<file path="src/rtl/dma_xfer_pkg.sv">
package dma_xfer_pkg;

    typedef enum logic [1:0] {
        POL_BLOCK  = 2'd0,
        POL_SINGLE = 2'd1,
        POL_DEMAND = 2'd2,
        POL_HIDDEN = 2'd3
    } policy_e;

    typedef struct packed {
        logic    dack_hi;
        logic    dev2mem;
        policy_e policy;
    } mode_t;

    typedef enum logic [1:0] {
        ST_IDLE,
        ST_REQ,
        ST_XFER,
        ST_GAP
    } state_e;

    localparam logic [1:0] SEL_ADDR = 2'd0;
    localparam logic [1:0] SEL_CNT  = 2'd1;
    localparam logic [1:0] SEL_MODE = 2'd2;
    localparam logic [1:0] SEL_STAT = 2'd3;

    localparam int MODE_W  = $bits(mode_t);
    localparam int GO_BIT  = MODE_W;

    // Whether a byte may move in a cycle spent in the transfer state.
    function automatic logic byte_allowed(policy_e p, logic dreq, logic idle);
        case (p)
            POL_DEMAND: byte_allowed = dreq;
            POL_HIDDEN: byte_allowed = dreq && idle;
            default:    byte_allowed = 1'b1;
        endcase
    endfunction

endpackage

</file>
<file path="src/rtl/dma_xfer_regs.sv">
module dma_xfer_regs
    import dma_xfer_pkg::*;
#(
    parameter int ADDR_W = 16,
    parameter int CNT_W  = 16,
    parameter int HOST_W = 16
) (
    input  logic              clk,
    input  logic              rst,
    input  logic              reg_wr,
    input  logic [1:0]        reg_sel,
    input  logic [HOST_W-1:0] reg_wdata,
    output logic [HOST_W-1:0] reg_rdata,
    input  logic              step,
    input  logic              finish,
    output logic [ADDR_W-1:0] addr_q,
    output logic [CNT_W-1:0]  cnt_q,
    output mode_t             mode_q,
    output logic              run_q,
    output logic              done_q
);

    logic wr_open;
    assign wr_open = reg_wr && !run_q;

    always_ff @(posedge clk) begin
        if (rst) begin
            addr_q <= '0;
            cnt_q  <= '0;
            mode_q <= '0;
            run_q  <= 1'b0;
            done_q <= 1'b0;
        end else begin
            if (wr_open) begin
                case (reg_sel)
                    SEL_ADDR: addr_q <= reg_wdata[ADDR_W-1:0];
                    SEL_CNT:  cnt_q  <= reg_wdata[CNT_W-1:0];
                    SEL_MODE: begin
                        mode_q <= mode_t'(reg_wdata[MODE_W-1:0]);
                        if (reg_wdata[GO_BIT] && cnt_q != '0)
                            run_q <= 1'b1;
                    end
                    default: ;
                endcase
            end
            if (reg_wr && reg_sel == SEL_STAT && reg_wdata[0])
                done_q <= 1'b0;
            if (step) begin
                addr_q <= addr_q - ADDR_W'(1);
                cnt_q  <= cnt_q - CNT_W'(1);
            end
            if (finish) begin
                run_q  <= 1'b0;
                done_q <= 1'b1;
            end
        end
    end

    always_comb begin
        case (reg_sel)
            SEL_ADDR: reg_rdata = HOST_W'(addr_q);
            SEL_CNT:  reg_rdata = HOST_W'(cnt_q);
            SEL_MODE: reg_rdata = HOST_W'(mode_q);
            default:  reg_rdata = HOST_W'({run_q, done_q});
        endcase
    end

endmodule

</file>
<file path="src/rtl/dma_xfer_seq.sv">
module dma_xfer_seq
    import dma_xfer_pkg::*;
(
    input  logic    clk,
    input  logic    rst,
    input  logic    run,
    input  policy_e policy,
    input  logic    cnt_last,
    input  logic    dev_req,
    input  logic    hold_ack,
    input  logic    cpu_idle,
    output logic    hold_req,
    output logic    move,
    output logic    finish,
    output logic    tc
);

    state_e state_q, state_d;

    assign move     = (state_q == ST_XFER) && byte_allowed(policy, dev_req, cpu_idle);
    assign finish   = move && cnt_last;
    assign hold_req = (state_q == ST_REQ) ||
                      ((state_q == ST_XFER) && policy != POL_HIDDEN);

    always_comb begin
        state_d = state_q;
        case (state_q)
            ST_IDLE: begin
                if (run) begin
                    if (policy == POL_HIDDEN) begin
                        if (dev_req && cpu_idle) state_d = ST_XFER;
                    end else if (dev_req && !hold_ack) begin
                        state_d = ST_REQ;
                    end
                end
            end
            ST_REQ: begin
                if (hold_ack) state_d = ST_XFER;
            end
            ST_XFER: begin
                if (!move)                     state_d = ST_IDLE;
                else if (cnt_last)             state_d = ST_IDLE;
                else if (policy == POL_SINGLE) state_d = ST_GAP;
            end
            ST_GAP: begin
                if (!hold_ack) state_d = ST_IDLE;
            end
            default: state_d = ST_IDLE;
        endcase
    end

    always_ff @(posedge clk) begin
        if (rst) begin
            state_q <= ST_IDLE;
            tc      <= 1'b0;
        end else begin
            state_q <= state_d;
            tc      <= finish;
        end
    end

endmodule

</file>
<file path="src/rtl/dma_xfer_ctl.sv">
module dma_xfer_ctl
    import dma_xfer_pkg::*;
#(
    parameter int ADDR_W = 16,
    parameter int CNT_W  = 16,
    parameter int HOST_W = 16
) (
    input  logic              clk,
    input  logic              rst,
    input  logic              reg_wr,
    input  logic [1:0]        reg_sel,
    input  logic [HOST_W-1:0] reg_wdata,
    output logic [HOST_W-1:0] reg_rdata,
    output logic              hold_req,
    input  logic              hold_ack,
    input  logic              cpu_idle,
    input  logic              dev_req,
    output logic              dev_ack,
    output logic [ADDR_W-1:0] mem_addr,
    output logic              mem_rd,
    output logic              mem_wr,
    output logic              tc
);

    logic [ADDR_W-1:0] addr_q;
    logic [CNT_W-1:0]  cnt_q;
    mode_t             mode_q;
    logic              run_q;
    logic              done_q;
    logic              move;
    logic              finish;
    logic              cnt_last;

    assign cnt_last = (cnt_q == CNT_W'(1));

    dma_xfer_regs #(
        .ADDR_W (ADDR_W),
        .CNT_W  (CNT_W),
        .HOST_W (HOST_W)
    ) u_regs (
        .clk       (clk),
        .rst       (rst),
        .reg_wr    (reg_wr),
        .reg_sel   (reg_sel),
        .reg_wdata (reg_wdata),
        .reg_rdata (reg_rdata),
        .step      (move),
        .finish    (finish),
        .addr_q    (addr_q),
        .cnt_q     (cnt_q),
        .mode_q    (mode_q),
        .run_q     (run_q),
        .done_q    (done_q)
    );

    dma_xfer_seq u_seq (
        .clk      (clk),
        .rst      (rst),
        .run      (run_q),
        .policy   (mode_q.policy),
        .cnt_last (cnt_last),
        .dev_req  (dev_req),
        .hold_ack (hold_ack),
        .cpu_idle (cpu_idle),
        .hold_req (hold_req),
        .move     (move),
        .finish   (finish),
        .tc       (tc)
    );

    assign mem_rd   = move && !mode_q.dev2mem;
    assign mem_wr   = move &&  mode_q.dev2mem;
    assign mem_addr = move ? addr_q : '0;
    assign dev_ack  = mode_q.dack_hi ? move : !move;

endmodule

</file>
<file path="config.mk">
export PLATFORM = sky130hd
export DESIGN_NAME = dma_xfer_ctl
export DESIGN_NICKNAME = d
export VERILOG_FILES = /design/src/rtl/dma_xfer_pkg.sv /design/src/rtl/dma_xfer_regs.sv /design/src/rtl/dma_xfer_seq.sv /design/src/rtl/dma_xfer_ctl.sv
export SDC_FILE = /design/constraint.sdc
export NUM_CORES = 1
export LEC_CHECK = 0
export ABC_AREA = 1
export BUFFER_PORTS_ARGS = -buffer_cell sky130_fd_sc_hd__buf_4
export CORE_MARGIN = 2
export CORE_UTILIZATION = 50
export DETAILED_ROUTE_END_ITERATION = 12
export PLACE_DENSITY_LB_ADDON = 0.2
export SLEW_MARGIN = 10
export SYNTH_ARGS = -nofsm -noshare
export SYNTH_HDL_FRONTEND = slang
export SYNTH_SLANG_ARGS = --single-unit
</file>
<file path="constraint.sdc">
create_clock -name clk -period 1.9 [get_ports clk]
set_input_delay 0 -clock clk [delete_from_list [all_inputs] [get_ports clk]]
set_output_delay 0 -clock clk [all_outputs]
set_load 0.1 [all_outputs]
</file>
## After elaboration in Yosys (flattened, before gate mapping)

Index checks and enable logic that the tools add are counted.

| storage, ports and cells | value |
|---|---|
| register bits after elaboration | 41 |
| input port bits | 24 |
| output and inout bits | 37 |
| word-level logic and storage cells | 79 |

| cells by class | value |
|---|---|
| add/subtract/negate cells | 2 |
| equal/unequal tests | 17 |
| muxes and demuxes | 22 |
| reduce and logical (&&, ||, !) cells | 29 |

Operator list:

| cell | count |
|---|---|
| 2-to-1 mux 16 bit | 7 |
| one-hot mux 16 bit (3 select lines) | 1 |
| subtractor 16 x 1 -> 16 bit (second input constant) | 2 |
| 2-to-1 mux 2 bit | 9 |
| == test 16 x 1 -> 1 bit (second input constant) | 1 |
| nonzero test 16 bit | 1 |
| == test 2 bit (second input constant) | 6 |
| logical AND 1 bit | 11 |
| != test 2 bit (second input constant) | 4 |
| one-hot mux 2 bit (4 select lines) | 1 |
| nonzero test 2 bit | 4 |
| == test 2 x 1 -> 1 bit (second input constant) | 3 |
| AND reduction 2 bit | 3 |
| AND reduction 6 bit | 1 |
| zero test 1 bit | 4 |
| zero test 2 bit | 2 |
| != test 4 x 3 -> 1 bit (second input constant) | 1 |
| 2-to-1 mux 1 bit | 3 |
| != test 3 x 1 -> 1 bit (second input constant) | 1 |
| != test 3 bit (second input constant) | 1 |
| AND reduction 3 bit | 1 |
| one-hot mux 1 bit (2 select lines) | 1 |
| OR reduction 2 bit | 1 |
| logical OR 1 bit | 1 |

## Depth between registers and ports, before layout

| depth | value |
|---|---|
| word-level depth | 6 |
| mapped depth | 11 |
| depth with buffers taken out | 11 |

## Cells and area by module

A second synthesis with hierarchy kept.

| second synthesis, totals | value |
|---|---|
| cell total of the unflattened synthesis | 564 |
| area, all modules | 3286.9 um^2 |

By module, submodules not included:

| module | times used | cells each | area an instance (um^2) | seq. area each (um^2) |
|---|---|---|---|---|
| dma_xfer_regs | 1 | 444 | 2725.1 | 760.7 |
| dma_xfer_ctl | 1 | 69 | 290.3 | 0.0 |
| dma_xfer_seq | 1 | 51 | 271.5 | 60.1 |

## Worst setup path before layout

Ideal clock, no wire load.

| path | value |
|---|---|
| kind | reg2reg |
| start | register u_seq.state_q[1] |
| end | register u_regs.addr_q[10] |
| library setup time | 0.057 ns |
| arrival time | 2.551 ns |
| required time | 1.843 ns |
| path slack | -0.709 ns |
| cell stages (with the launch flop) | 10 |
| path buffers | 1 |
| period minus slack after synthesis | 2.609 ns |
| cell sequence | dfxtp_1 -> inv_2 -> nor2_4 -> nand2_2 -> buf_8 -> nor2_1 -> o21ai_0 -> nand3_1 -> nand3_1 -> inv_1 |

| between the ends | value |
|---|---|
| word-level cells in the longest chain between the ends | 4 |
| elaborated cells on any way between the ends | 6 |
| those cells by class | eq/ne: 1; mux: 1; reduce/logical: 4 |

RTL lines:

| what | RTL line | text |
|---|---|---|
| start, declared | dma_xfer_seq.sv:18 | `state_e state_q, state_d;` |
| start signal, assigned | dma_xfer_seq.sv:57 | `state_q <= state_d;` |
| == test 2 bit * | dma_xfer_seq.sv:20 | `assign move = (state_q == ST_XFER) && byte_allowed(policy, dev_req, cpu_idle);` |
| logical AND 1 bit * | dma_xfer_seq.sv:20 |  |
| nonzero test 2 bit (no source line) | -- |  |
| AND reduction 2 bit (no source line) | -- |  |
| end signal, assigned | dma_xfer_regs.sv:36 | `SEL_ADDR: addr_q <= reg_wdata[ADDR_W-1:0];` |
| end signal, assigned | dma_xfer_regs.sv:49 | `addr_q <= addr_q - ADDR_W'(1);` |
| end, declared | dma_xfer_regs.sv:16 | `output logic [ADDR_W-1:0] addr_q,` |

Mark *: on every way between the ends. The rest lies on a longest branch, timed or not.
A chain may end at the register's enable or synchronous reset.

## Worst setup path in the final report

| path | value |
|---|---|
| start | register u_seq.state_q[1] |
| end | output mem_addr[8] |

| between the ends | value |
|---|---|
| word-level cells in the longest chain between the ends | 3 |

RTL lines:

| what | RTL line | text |
|---|---|---|
| == test 2 bit | dma_xfer_seq.sv:20 |  |
| logical AND 1 bit | dma_xfer_seq.sv:20 |  |
| 2-to-1 mux 16 bit | dma_xfer_ctl.sv:73 | `assign mem_addr = move ? addr_q : '0;` |
| end, declared | dma_xfer_ctl.sv:19 | `output logic [ADDR_W-1:0] mem_addr,` |

Every way passes these cells.

==> run metrics <==
die extent in y=83 um; num ports=slightly above 60; Overall Global Routing Usage=0.262; TritonCTS buffer count=5; final core utilization=0.641; clock share of power=0.230; vias per cell=between 5 and 6; routability congestion estimate=0.897; Post-synth top cells=115 x nand2_1, 95 x nor2_1, 72 x inv_1; Reg clk slew, reported paths=about 0.08 ns; Arr. time, crit path=~1.8 ns; setup tns final=0 ns; Post-DP HPWL=6840 um; Clock Skews=approximately 0.0037 ns; total number of vias=around 3600; site row count=28; largest net degree at the start of global routing=44; worst-skew pair later-pin latency=between 0.2 and 0.3 ns; first-pass detailed-route iteration total=8; Switching Fraction=0.416; DRT Wirelength=about 9000 um; CTS tree=built; Final Hold Fails=0; Slew Limit Fails=0; synth unique cells=40; routed length per instance=around 14 um; status=complete, no violations; post-route ant nets=0; Req. time, crit path=around 1.9 ns; EDFF count, synth=0; fin area=between 3000 and 4000 um^2; Die W=between 80 and 90 um; min-delay src=reg_wdata[2]; period utilization=0.938; kind of critical path=reg -> out; sequential area share after synthesis=0.263; Yosys top cell area share=0.263; Worst Tran Pin Value=~0.47 ns; combinational cell fraction of total power=0.387; synth top area cells=dfxtp_1 26%, nand2_1 14%, nor2_1 11%; post-CTS setup buffers=0; CTS sink cnt=41; first-pass GRT wire length=between 15000 and 20000 um; minimum clock period=about 1.8 ns; max cap viols=0; CP startpoint=u_seq.state_q[1]; DP Area=3710 um^2; Finish-stage setup viols=0; P_leak=1.86 nW; asr flop ratio synth=0; Flop pwr share=0.383; RR Startpoint=u_regs.addr_q[0]; Initial Utilization=0.521; Syn Inst Count=between 500 and 600; Max FO, Critical Path=43; internal power=1.47 mW; Clock Path Buffers=2; number of global-route vias before repair=approximately 3200; HP Class=in -> reg; Yosys reg bits=41; synthesis-to-layout area growth=23.0%; post-synth top area cell=dfxtp_1; syn_nets=around 550; nets=612; first-iteration detailed-routing DRC count=about 360; share of layout cells above drive strength 1=0.210; Syn. warnings=0; GRT Residual Overflow=0; ant diodes=0; Setup crit start kind=flip-flop; Most used DFF post-synth=dfxtp_1; Power Dens Cells=around 660 nW/um^2; Die ar.=a little under 7000 um^2; mapped cell area=roughly 3100 um^2; Worst VDD drop=0.328 mV; # DRC=0; Core Box Area=between 5000 and 6000 um^2; root buffer cell=clkbuf_8; f_max=roughly 560 MHz; CP endpoint kind=output port; slew margin rel.=0.685; unrepaired setup endpoints after global routing=false; P_sw=roughly 1.0 mW; H-tree Lvls=2; port buffer count=60; antenna violations before repair=0; most frequent cell after synthesis=nand2_1; synthesized area per cell=around 6 um^2
[timing repair]
action,4_1_cts,5_1_grt
gates resized for setup,0,2
setup endpoints to repair,0,2
endpoints found under the hold margin,4,0
hold buffers,4,0
[cells by family (layout without fill, tap and decap cells)]
kind of cell               count (synthesis)  in the layout  share of synthesized area
AOI/OAI and AO/OA                         95             95                      0.170
adders and majority gates                  4              4                     0.0160
xor gates and xnor gates                   5              5                     0.0140
DFF                                       41             41                      0.263
and+or+nand+nor                          279            279                      0.394
buffers and inverters                     99            161                      0.143
[registers in the layout, summed over array words and instances (netlist names)]
name	flops
u_regs.addr_q	16
u_regs.cnt_q	16
u_regs.mode_q	4
u_seq.state_q	2
u_regs.done_q	1
u_regs.run_q	1
u_seq.tc	1
[critical path, cell delays in order (launching register included)]
cell and delay [ns]:
dfxtp_1 0.40, inv_2 0.08, nor2_4 0.14, inv_2 0.06, nor2_4 0.12, buf_12 0.22, nand2_2 0.10, inv_1 0.07
buf_4 0.28
[layout by cell type, fill, tap and decap left out, types with 2 or more instances in the layout]
cell           netlist  final
a21oi_1             21     21
a31oi_1              5      5
buf_4                2     63
clkbuf_1             3      3
clkbuf_8             0      5
dfxtp_1             41     41
dlygate4sd3_1        0      4
ha_1                 4      4
inv_1               72     72
inv_2                8      8
inv_4                3      3
nand2_1            115    115
nand2_2              3      3
nand2_4              3      3
nand3_1             39     39
nand3_2              2      2
nor2_1              95     90
nor2_2               6      8
nor2_4               3      6
nor2_8               2      2
nor3_1               7      7
o211ai_1             2      2
o21ai_0             39     37
o21ai_1              9     11
o221ai_2             0      2
o22ai_2              0     11
xor2_1               5      4
[worst paths after layout]
check	end	slack, ns	cells past startpoint
setup reg to reg	u_regs.addr_q[12]	0.23	11
hold / removal	u_regs.mode_q[2]	0.02	3
hold reg to reg	u_regs.done_q	0.53	2
setup / recovery	mem_addr[8]	0.12	8
[through the flow]
stage	power (mW)	std cells	hold WS (ns)	setup slack, ns
after floorplan	1.72	523	0.0694	-0.428
after global placement	1.92	648	0.248	0.282
after detailed placement	1.94	648	0.264	0.210
after CTS	2.51	660	0.0197	0.0811
after global routing	2.68	660	0.0460	0.000580
final	2.52	660	0.0196	0.118
[final cells by class]
class	instances	area, um^2
sequential	41	821
multi-input combinational	383	1980
tap	75	93.8
clock buffer	8	80.1
timing repair buffer	69	544
fill	577	2150
inverter	84	323
[power groups by stage]
| stage | logic (mW) | registers (mW) | clock network [mW] |
|---|---|---|---|
| 6_report | 0.976 | 0.966 | 0.582 |
| 5_1_grt | 1.09 | 0.976 | 0.622 |
| 4_1_cts | 0.964 | 0.965 | 0.580 |
| 3_5_place_dp | 0.953 | 0.985 | 0 |
| 3_3_place_gp | 0.940 | 0.983 | 0 |
| 2_1_floorplan | 0.750 | 0.972 | 0 |
[routing by layer]
layer,routed length (um),vias to the layer above,GRT usage
li1,-,1777,-
met5,0,-,0
met1,4110,1637,0.373
met3,565,11,0.0318
met2,4190,131,0.431
met4,121,0,0.0477
Power figures use the tool's default switching activity.
